$ cat src/rtl/ser_tx_pkg.sv
package ser_tx_pkg;
  typedef enum logic [2:0] {
    ST_IDLE  = 3'd0,
    ST_START = 3'd1,
    ST_DATA  = 3'd2,
    ST_PAR   = 3'd3,
    ST_STOP  = 3'd4
  } tx_state_e;
endpackage

$ cat src/rtl/tx_holdbuf.sv
module tx_holdbuf #(
  parameter int W = 8
) (
  input  logic         clk,
  input  logic         rst_n,
  input  logic         in_valid,
  output logic         in_ready,
  input  logic [W-1:0] in_data,
  input  logic         pop,
  output logic [W-1:0] out_data,
  output logic         full
);
  always_ff @(posedge clk or negedge rst_n) begin
    if (!rst_n) begin
      full     <= 1'b0;
      out_data <= '0;
    end else if (in_valid && !full) begin
      full     <= 1'b1;
      out_data <= in_data;
    end else if (pop) begin
      full <= 1'b0;
    end
  end

  assign in_ready = !full;
endmodule

$ cat src/rtl/tx_framer.sv
module tx_framer
  import ser_tx_pkg::*;
#(
  parameter int W        = 8,
  parameter int LEN_W    = 2,
  parameter int MIN_BITS = 5
) (
  input  logic             clk,
  input  logic             rst_n,
  input  logic             bit_tick,
  input  logic             tx_en,
  input  logic             have_data,
  input  logic [W-1:0]     data,
  input  logic [LEN_W-1:0] char_len,
  input  logic             par_en,
  input  logic             par_odd,
  output logic             pop,
  output logic             line,
  output logic             idle
);
  localparam int CNT_W = $clog2(W);

  tx_state_e        st;
  logic [W-1:0]     sh;
  logic [CNT_W-1:0] cnt, last, len_new;
  logic             par_q, par_en_q, par_calc, launch;

  assign len_new = CNT_W'(MIN_BITS - 1) + CNT_W'(char_len);

  always_comb begin
    par_calc = par_odd;
    for (int i = 0; i < W; i++) begin
      if (CNT_W'(i) <= len_new) par_calc = par_calc ^ data[i];
    end
  end

  // a frame may start from idle or straight out of a stop bit
  assign launch = bit_tick && have_data && tx_en &&
                  (st == ST_IDLE || st == ST_STOP);
  assign pop    = launch;

  always_ff @(posedge clk or negedge rst_n) begin
    if (!rst_n) begin
      st       <= ST_IDLE;
      sh       <= '0;
      cnt      <= '0;
      last     <= '0;
      par_q    <= 1'b0;
      par_en_q <= 1'b0;
    end else if (launch) begin
      st       <= ST_START;
      sh       <= data;
      cnt      <= '0;
      last     <= len_new;
      par_q    <= par_calc;
      par_en_q <= par_en;
    end else if (bit_tick) begin
      case (st)
        ST_START: st <= ST_DATA;
        ST_DATA: begin
          if (cnt == last) begin
            st <= par_en_q ? ST_PAR : ST_STOP;
          end else begin
            cnt <= cnt + 1'b1;
            sh  <= sh >> 1;
          end
        end
        ST_PAR:  st <= ST_STOP;
        ST_STOP: st <= ST_IDLE;
        default: st <= ST_IDLE;
      endcase
    end
  end

  always_comb begin
    case (st)
      ST_START: line = 1'b0;
      ST_DATA:  line = sh[0];
      ST_PAR:   line = par_q;
      default:  line = 1'b1;
    endcase
  end

  assign idle = (st == ST_IDLE);
endmodule

$ cat src/rtl/tx_rts_ctrl.sv
module tx_rts_ctrl (
  input  logic clk,
  input  logic rst_n,
  input  logic bit_tick,
  input  logic rts_ctl,
  input  logic line_idle,
  input  logic buf_empty,
  output logic rts_n
);
  // the framer reaches idle on the stop-ending tick, so the
  // earliest release is the tick after: one bit time later
  always_ff @(posedge clk or negedge rst_n) begin
    if (!rst_n)                                  rts_n <= 1'b1;
    else if (rts_ctl)                            rts_n <= 1'b0;
    else if (bit_tick && line_idle && buf_empty) rts_n <= 1'b1;
  end
endmodule

$ cat src/rtl/serial_tx_rts.sv
module serial_tx_rts #(
  parameter int W        = 8,
  parameter int LEN_W    = 2,
  parameter int MIN_BITS = 5
) (
  input  logic             clk,
  input  logic             rst_n,
  input  logic             tx_en,
  input  logic             rts_ctl,
  input  logic             brk_cmd,
  input  logic             bit_tick,
  input  logic [LEN_W-1:0] char_len,
  input  logic             par_en,
  input  logic             par_odd,
  input  logic             in_valid,
  output logic             in_ready,
  input  logic [W-1:0]     in_data,
  output logic             txd,
  output logic             rts_n,
  output logic             buf_empty
);
  logic         full, pop, line, idle;
  logic [W-1:0] held;

  tx_holdbuf #(.W(W)) u_buf (
    .clk(clk), .rst_n(rst_n), .in_valid(in_valid), .in_ready(in_ready),
    .in_data(in_data), .pop(pop), .out_data(held), .full(full)
  );

  tx_framer #(.W(W), .LEN_W(LEN_W), .MIN_BITS(MIN_BITS)) u_frm (
    .clk(clk), .rst_n(rst_n), .bit_tick(bit_tick), .tx_en(tx_en),
    .have_data(full), .data(held), .char_len(char_len), .par_en(par_en),
    .par_odd(par_odd), .pop(pop), .line(line), .idle(idle)
  );

  tx_rts_ctrl u_rts (
    .clk(clk), .rst_n(rst_n), .bit_tick(bit_tick), .rts_ctl(rts_ctl),
    .line_idle(idle), .buf_empty(!full), .rts_n(rts_n)
  );

  assign buf_empty = !full;
  assign txd       = line && !brk_cmd;
endmodule

$ cat config.mk
export PLATFORM = sky130hd
export DESIGN_NAME = serial_tx_rts
export DESIGN_NICKNAME = d
export VERILOG_FILES = /design/src/rtl/ser_tx_pkg.sv /design/src/rtl/tx_holdbuf.sv /design/src/rtl/tx_framer.sv /design/src/rtl/tx_rts_ctrl.sv /design/src/rtl/serial_tx_rts.sv
export SDC_FILE = /design/constraint.sdc
export NUM_CORES = 1
export LEC_CHECK = 0
export BUFFER_PORTS_ARGS = -buffer_cell sky130_fd_sc_hd__buf_2
export CAP_MARGIN = 20
export CORE_MARGIN = 4
export CORE_UTILIZATION = 55
export DETAILED_ROUTE_END_ITERATION = 16
export PLACE_DENSITY = 0.87
export REMOVE_ABC_BUFFERS = 1
export SYNTH_ARGS = -nofsm -noshare
export SYNTH_HDL_FRONTEND = slang
export SYNTH_HIERARCHICAL = 1
export SYNTH_SLANG_ARGS = --single-unit
$ cat constraint.sdc
create_clock -name clk -period 1.7 [get_ports clk]
set_clock_uncertainty 0.05 [all_clocks]
set_input_delay 0.34 -clock clk [delete_from_list [all_inputs] [get_ports clk]]
set_output_delay 0.34 -clock clk [all_outputs]
set_load 0.02 [all_outputs]
==> results of run 1 <==
==> logic make-up after synthesis <==
group                    synth area share
flip-flops                          0.499
buffers and inverters              0.0472
AO/OA/AOI/OAI                      0.0944
multiplexers                        0.137
AND/OR/NAND/NOR                     0.144
XOR/XNOR                           0.0695
adder cells (fa/ha/maj)           0.00858
==> Yosys cell counts, types with 2 or more instances <==
| master | number | area [sq um] |
|---|---|---|
| clkbuf_1 | 2 | 7.51 |
| nor2_1 | 11 | 41.3 |
| nand2_1 | 15 | 56.3 |
| nand3_1 | 3 | 15.0 |
| mux2i_1 | 8 | 80.1 |
| o21ai_0 | 3 | 15.0 |
| nand2b_1 | 2 | 12.5 |
| xnor2_1 | 4 | 35.0 |
| a21oi_1 | 9 | 45.0 |
| buf_6 | 3 | 33.8 |
| mux2_4 | 8 | 120 |
| xor2_1 | 5 | 43.8 |
| nor3_1 | 3 | 15.0 |
| dfrtp_1 | 28 | 701 |
| inv_1 | 5 | 18.8 |
==> what timing repair did <==
item,CTS,global route
endpoints found under the hold margin,28,0
hold buffers,1,0
pin swaps,2,2
resized for setup,4,6
gates cloned,0,0
setup buffers,2,1
setup endpoints to repair,1,7
==> per-layer routing <==
metal / wire length (um) / share of wire / track usage
met5: 0 / 0 / 0
met3: 140 / 0.048 / 0.0654
met1: 1250 / 0.42 / 0.232
met4: 35 / 0.012 / 0.0680
met2: 1520 / 0.52 / 0.314
==> path summary, 6_finish.rpt <==
kind	startpoint	to	slack, ns
worst max-delay path	u_frm/sh[0]	txd	-0.04
worst min register to register	u_frm/last[2]	u_frm/last[2]	0.44
worst min-delay path	rts_ctl	u_rts/rts_n	0.06
worst max register to register	u_frm/cnt[1]	u_frm/sh[4]	0.08
min in group asynchronous	rst_n	u_frm/par_en_q	0.50
max in group asynchronous	rst_n	u_frm/st[1]	0.64
==> worst reg2reg max path, cell delays in order (launching register included) <==
cell     delay [ns]
dfrtp_1        0.43
xor2_2         0.21
o31ai_4        0.32
buf_6          0.18
mux2i_2        0.21
a21oi_1        0.10
==> cell type report <==
cell class | instances | share of cell area
well taps | 30 | 0.0216
clock inverters | 1 | 0.0173
flip-flops and latches | 29 | 0.419
multi-input cells | 89 | 0.393
inverters | 6 | 0.0129
repair buffers | 30 | 0.105
clock buffers | 7 | 0.0316
==> state kept, by name, indices dropped and copies added (netlist names) <==
register	count
u_frm/cnt	3
u_frm/par_en_q	1
u_buf/full	1
u_frm/last	3
u_rts/rts_n	1
u_frm/par_q	1
u_buf/out_data	8
u_frm/sh	8
u_frm/st	3
==> report_power, final <==
part / switching (mW) / total, mW / internal (mW)
combinational: 0.647 / 1.44 / 0.796
clock: 0.241 / 0.592 / 0.351
sequential: 0.290 / 1.30 / 1.01
==> stage by stage <==
stage / setup TNS (ns) / power [mW]
2_1_floorplan: 0 / 2.25
4_1_cts: -0.0539 / 3.27
3_3_place_gp: 0 / 2.52
3_5_place_dp: 0 / 2.61
5_1_grt: -0.102 / 3.56
6_report: -0.0389 / 3.33
==> flow_metrics.env, run 1 <==
export IMPL_slowest_delay_ns=0.40
export IMPL_timing_fmax_ghz=0.575
export IMPL_multiInputGateArea_sq_um=683
export IMPL_syn_to_final_growth_pct=19.4
export IMPL_syn_area_sq_um=1460
export IMPL_async_flop_share=1.00
export IMPL_crit_family="flip-flops"
export IMPL_final_util=0.696
export IMPL_drive_above_1_share=0.333
export IMPL_outcome="finished, violations left"
export IMPL_report_final_slew_viol_count=0
export IMPL_die_h_um=59.5
export IMPL_crit_type="flop to primary output"
export IMPL_postPlaceCellArea_sq_um=1590
export IMPL_wirelength_um=2940
export IMPL_path_cells="inv_2 -> a21oi_2 -> a311o_1 -> nor2b_4 -> buf_6"
export IMPL_grt_usage=0.191
export IMPL_fin_nets=181
export IMPL_fillers=194
export IMPL_synth_warnings=6
export IMPL_tritoncts="yes"
export IMPL_fp_row_count=18
export IMPL_most_common_layout_cells="dfrtp_1 (26), buf_2 (21), nand2_1 (15)"
export IMPL_detail_route_first_pass_iterations=4
export IMPL_synthesis_instances=130
export IMPL_cts_htree_levels=2
export IMPL_grt_overflow=0
export IMPL_path_max_fanout=2
export IMPL_ctsRootBufferMaster="clkbuf_4"
export IMPL_drc=0
export IMPL_wl_per_cell_um=15.3
export IMPL_synth_edf_count=0
export IMPL_die_area_sq_um=3540
export IMPL_final_common_cell="dfrtp_1"
export IMPL_finalHoldViolations=0
export IMPL_dp_slack_ns=0.0628
export IMPL_routabilityCongestion=0.819
export IMPL_dp_cells=180
export IMPL_num_io_pins=23
export IMPL_grt_pass1_wl_um=4860
export IMPL_numCtsBuffers=5
export IMPL_hold_ws_ns=0.0623
export IMPL_endpoint_kind="primary output"
export IMPL_min_path_cells=2
export IMPL_core_area_sq_um=2500
export IMPL_required_ns=1.31
export IMPL_crit_cells=5
export IMPL_final_setup_worst_slack_ns=-0.0389
export IMPL_ys_seq_area_frac=0.499
export IMPL_synth_cell_type_count=36
export IMPL_first_iter_violations=57
export IMPL_grt_pass1_vias=1042
export IMPL_vias=1040
export IMPL_rr_worst_depth=5
export IMPL_violations="setup timing"
export IMPL_antenna_cells=0
export IMPL_start_util=0.583
export IMPL_fin_cells=192
export IMPL_clkTransAtPathRegs_ns=0.09
export IMPL_avgViaCountPerCell=5.42
export IMPL_die_x_um=59.5
export IMPL_clk_path_buf_depth=2
export IMPL_port_buffers=22
export IMPL_fin_crit_sh=1.02
export IMPL_worst_setup_path_start_kind="flop"
export IMPL_worst_endpoint_arrival_ns=1.35
export IMPL_ys_ff_latch=29
export IMPL_tightest_slew_ns=0.638
export IMPL_slew_headroom=0.574
export IMPL_cp_slowest_cell="dfrtp_1"
export IMPL_setup_viol=1
export IMPL_cts_sinks=29
export IMPL_hold_class="input port to flop"
export IMPL_grt_max_degree=30
export IMPL_hpwl_um=2000
export IMPL_p_per_area_nw_per_um2=1920
export IMPL_p_leak_nw=0.877
export IMPL_vdd_drop_max_mv=1.22
export IMPL_period_needed_ns=1.74
export IMPL_insertion_delay_ns=0.33
export IMPL_critPathBufInv=2
export IMPL_grt_antenna_before_repair=0
export IMPL_synth_avg_cell_area_sq_um=11.2
export IMPL_rsz0062_at_grt="true"
export IMPL_synthFlopType="dfrtp_1"
export IMPL_route_antenna_remaining_nets=0
export IMPL_ff_latch_area_sq_um=729
export IMPL_cap_violations=0
export IMPL_design_area_sq_um=1740
No activity file was read; power rests on OpenSTA's default activity.
==> run 2: changes to the inputs <==
- RECOVER_POWER: default -> 25
==> flow_metrics.env, run 2 (synthesis gave the netlist of run 1 again) <==
export IMPL_endpoint_kind="primary output"
export IMPL_setup_worst_path_start="u_frm/sh[0]"
export IMPL_fin_cells=192
export IMPL_timing_fmax_ghz=0.575
export IMPL_grt_pass1_vias=1042
export IMPL_grt_overflow=0
export IMPL_hold_class="input port to flop"
export IMPL_grt_pass1_wl_um=4860
export IMPL_grt_usage=0.191
export IMPL_final_common_cell="dfrtp_1"
export IMPL_grt_antenna_before_repair=0
export IMPL_vdd_drop_max_mv=1.22
export IMPL_worst_setup_path_start_kind="flop"
export IMPL_detail_route_first_pass_iterations=4
export IMPL_tritoncts="yes"
export IMPL_period_needed_ns=1.74
export IMPL_die_h_um=59.5
export IMPL_endpoint="txd"
export IMPL_core_area_sq_um=2500
export IMPL_clkTransAtPathRegs_ns=0.09
export IMPL_dp_slack_ns=0.0628
export IMPL_routabilityCongestion=0.819
export IMPL_rrSetupSlack_ns=0.08
export IMPL_ctsRootBufferMaster="clkbuf_4"
export IMPL_drive_above_1_share=0.333
export IMPL_most_common_layout_cells="dfrtp_1 (26), buf_2 (20), nand2_1 (15)"
export IMPL_final_util=0.696
export IMPL_report_final_slew_viol_count=0
export IMPL_rsz0062_at_grt="true"
export IMPL_numCtsBuffers=5
export IMPL_num_io_pins=23
export IMPL_p_leak_nw=0.877
export IMPL_insertion_delay_ns=0.33
export IMPL_fin_crit_sh=1.02
export IMPL_die_x_um=59.5
export IMPL_final_setup_worst_slack_ns=-0.0388
export IMPL_reg_largest_list="u_buf/out_data: 8 flops, u_frm/sh: 8 flops"
export IMPL_worst_endpoint_arrival_ns=1.35
export IMPL_first_iter_violations=57
export IMPL_violations="setup timing"
export IMPL_fin_nets=181
export IMPL_crit_type="flop to primary output"
export IMPL_wirelength_um=2940
export IMPL_vias=1040
export IMPL_port_buffers=22
export IMPL_wl_per_cell_um=15.3
export IMPL_rr_worst_depth=5
export IMPL_r2r_start="u_frm/cnt[1]"
export IMPL_start_util=0.583
export IMPL_r2r_end="u_frm/sh[4]"
export IMPL_fp_row_count=18
export IMPL_outcome="finished, violations left"
export IMPL_hpwl_um=2000
export IMPL_setup_viol=1
export IMPL_hold_ws_ns=0.0624
export IMPL_clk_path_buf_depth=2
export IMPL_grt_max_degree=30
export IMPL_cap_violations=0
export IMPL_path_max_fanout=2
export IMPL_finalHoldViolations=0
export IMPL_cts_htree_levels=2
export IMPL_fin_tns_setup_ns=-0.0388
export IMPL_fillers=194
export IMPL_avgViaCountPerCell=5.42
export IMPL_dp_cells=180
export IMPL_die_area_sq_um=3540
export IMPL_slew_headroom=0.527
export IMPL_syn_to_final_growth_pct=19.4
export IMPL_tightest_slew_ns=0.710
export IMPL_required_ns=1.31
export IMPL_route_antenna_remaining_nets=0
export IMPL_p_per_area_nw_per_um2=1920
export IMPL_antenna_cells=0
export IMPL_cts_sinks=29
export IMPL_drc=0
[run 2: critical path, cell delays in order (launching register included)]
cell	delay (ns)
dfrtp_1	0.40
inv_2	0.06
a21oi_2	0.04
a311o_1	0.27
nor2b_4	0.13
buf_6	0.12
[run 2: layout make-up]
type / instances / area (sq um) / area share
inverters: 6 / 22.5 / 0.0129
flip-flops and latches: 29 / 729 / 0.419
clock buffers: 7 / 55.1 / 0.0316
well taps: 30 / 37.5 / 0.0216
multi-input cells: 89 / 683 / 0.393
clock inverters: 1 / 30.0 / 0.0173
repair buffers: 30 / 183 / 0.105
[run 2: repair_timing]
item / CTS / global route
endpoints found under the setup margin: 1 / 7
endpoints found under the hold margin: 28 / 0
gates cloned: 0 / 0
hold buffers: 1 / 0
pin swaps: 2 / 2
resized for setup: 4 / 6
buffers inserted: 2 / 1
[run 2: per-layer routing]
metal / part of all wire / global-route usage
met2: 0.52 / 0.314
met5: 0 / 0
met4: 0.012 / 0.0680
met3: 0.048 / 0.0654
met1: 0.42 / 0.232
[run 2: how the worst min path moves through the flow]
| stage | startpoint | endpoint | cells after the start |
|---|---|---|---|
| detailed placement | rst_n | u_frm/cnt[0] | 1 |
| floorplan | rst_n | u_buf/full | 0 |
| finish | rts_ctl | u_rts/rts_n | 2 |
| CTS | rts_ctl | u_rts/rts_n | 2 |
| global route | rts_ctl | u_rts/rts_n | 2 |
| global placement | rst_n | u_buf/full | 1 |
[run 2: stage by stage]
stage | total power [mW] | instance area, sq um
6_report | 3.33 | 1740
3_3_place_gp | 2.52 | 1590
5_1_grt | 3.56 | 1740
2_1_floorplan | 2.25 | 1410
4_1_cts | 3.27 | 1710
3_5_place_dp | 2.61 | 1590
[run 2: where the power goes]
part | internal [mW] | switching, mW
logic | 0.796 | 0.647
registers | 1.01 | 0.290
clock network | 0.351 | 0.241
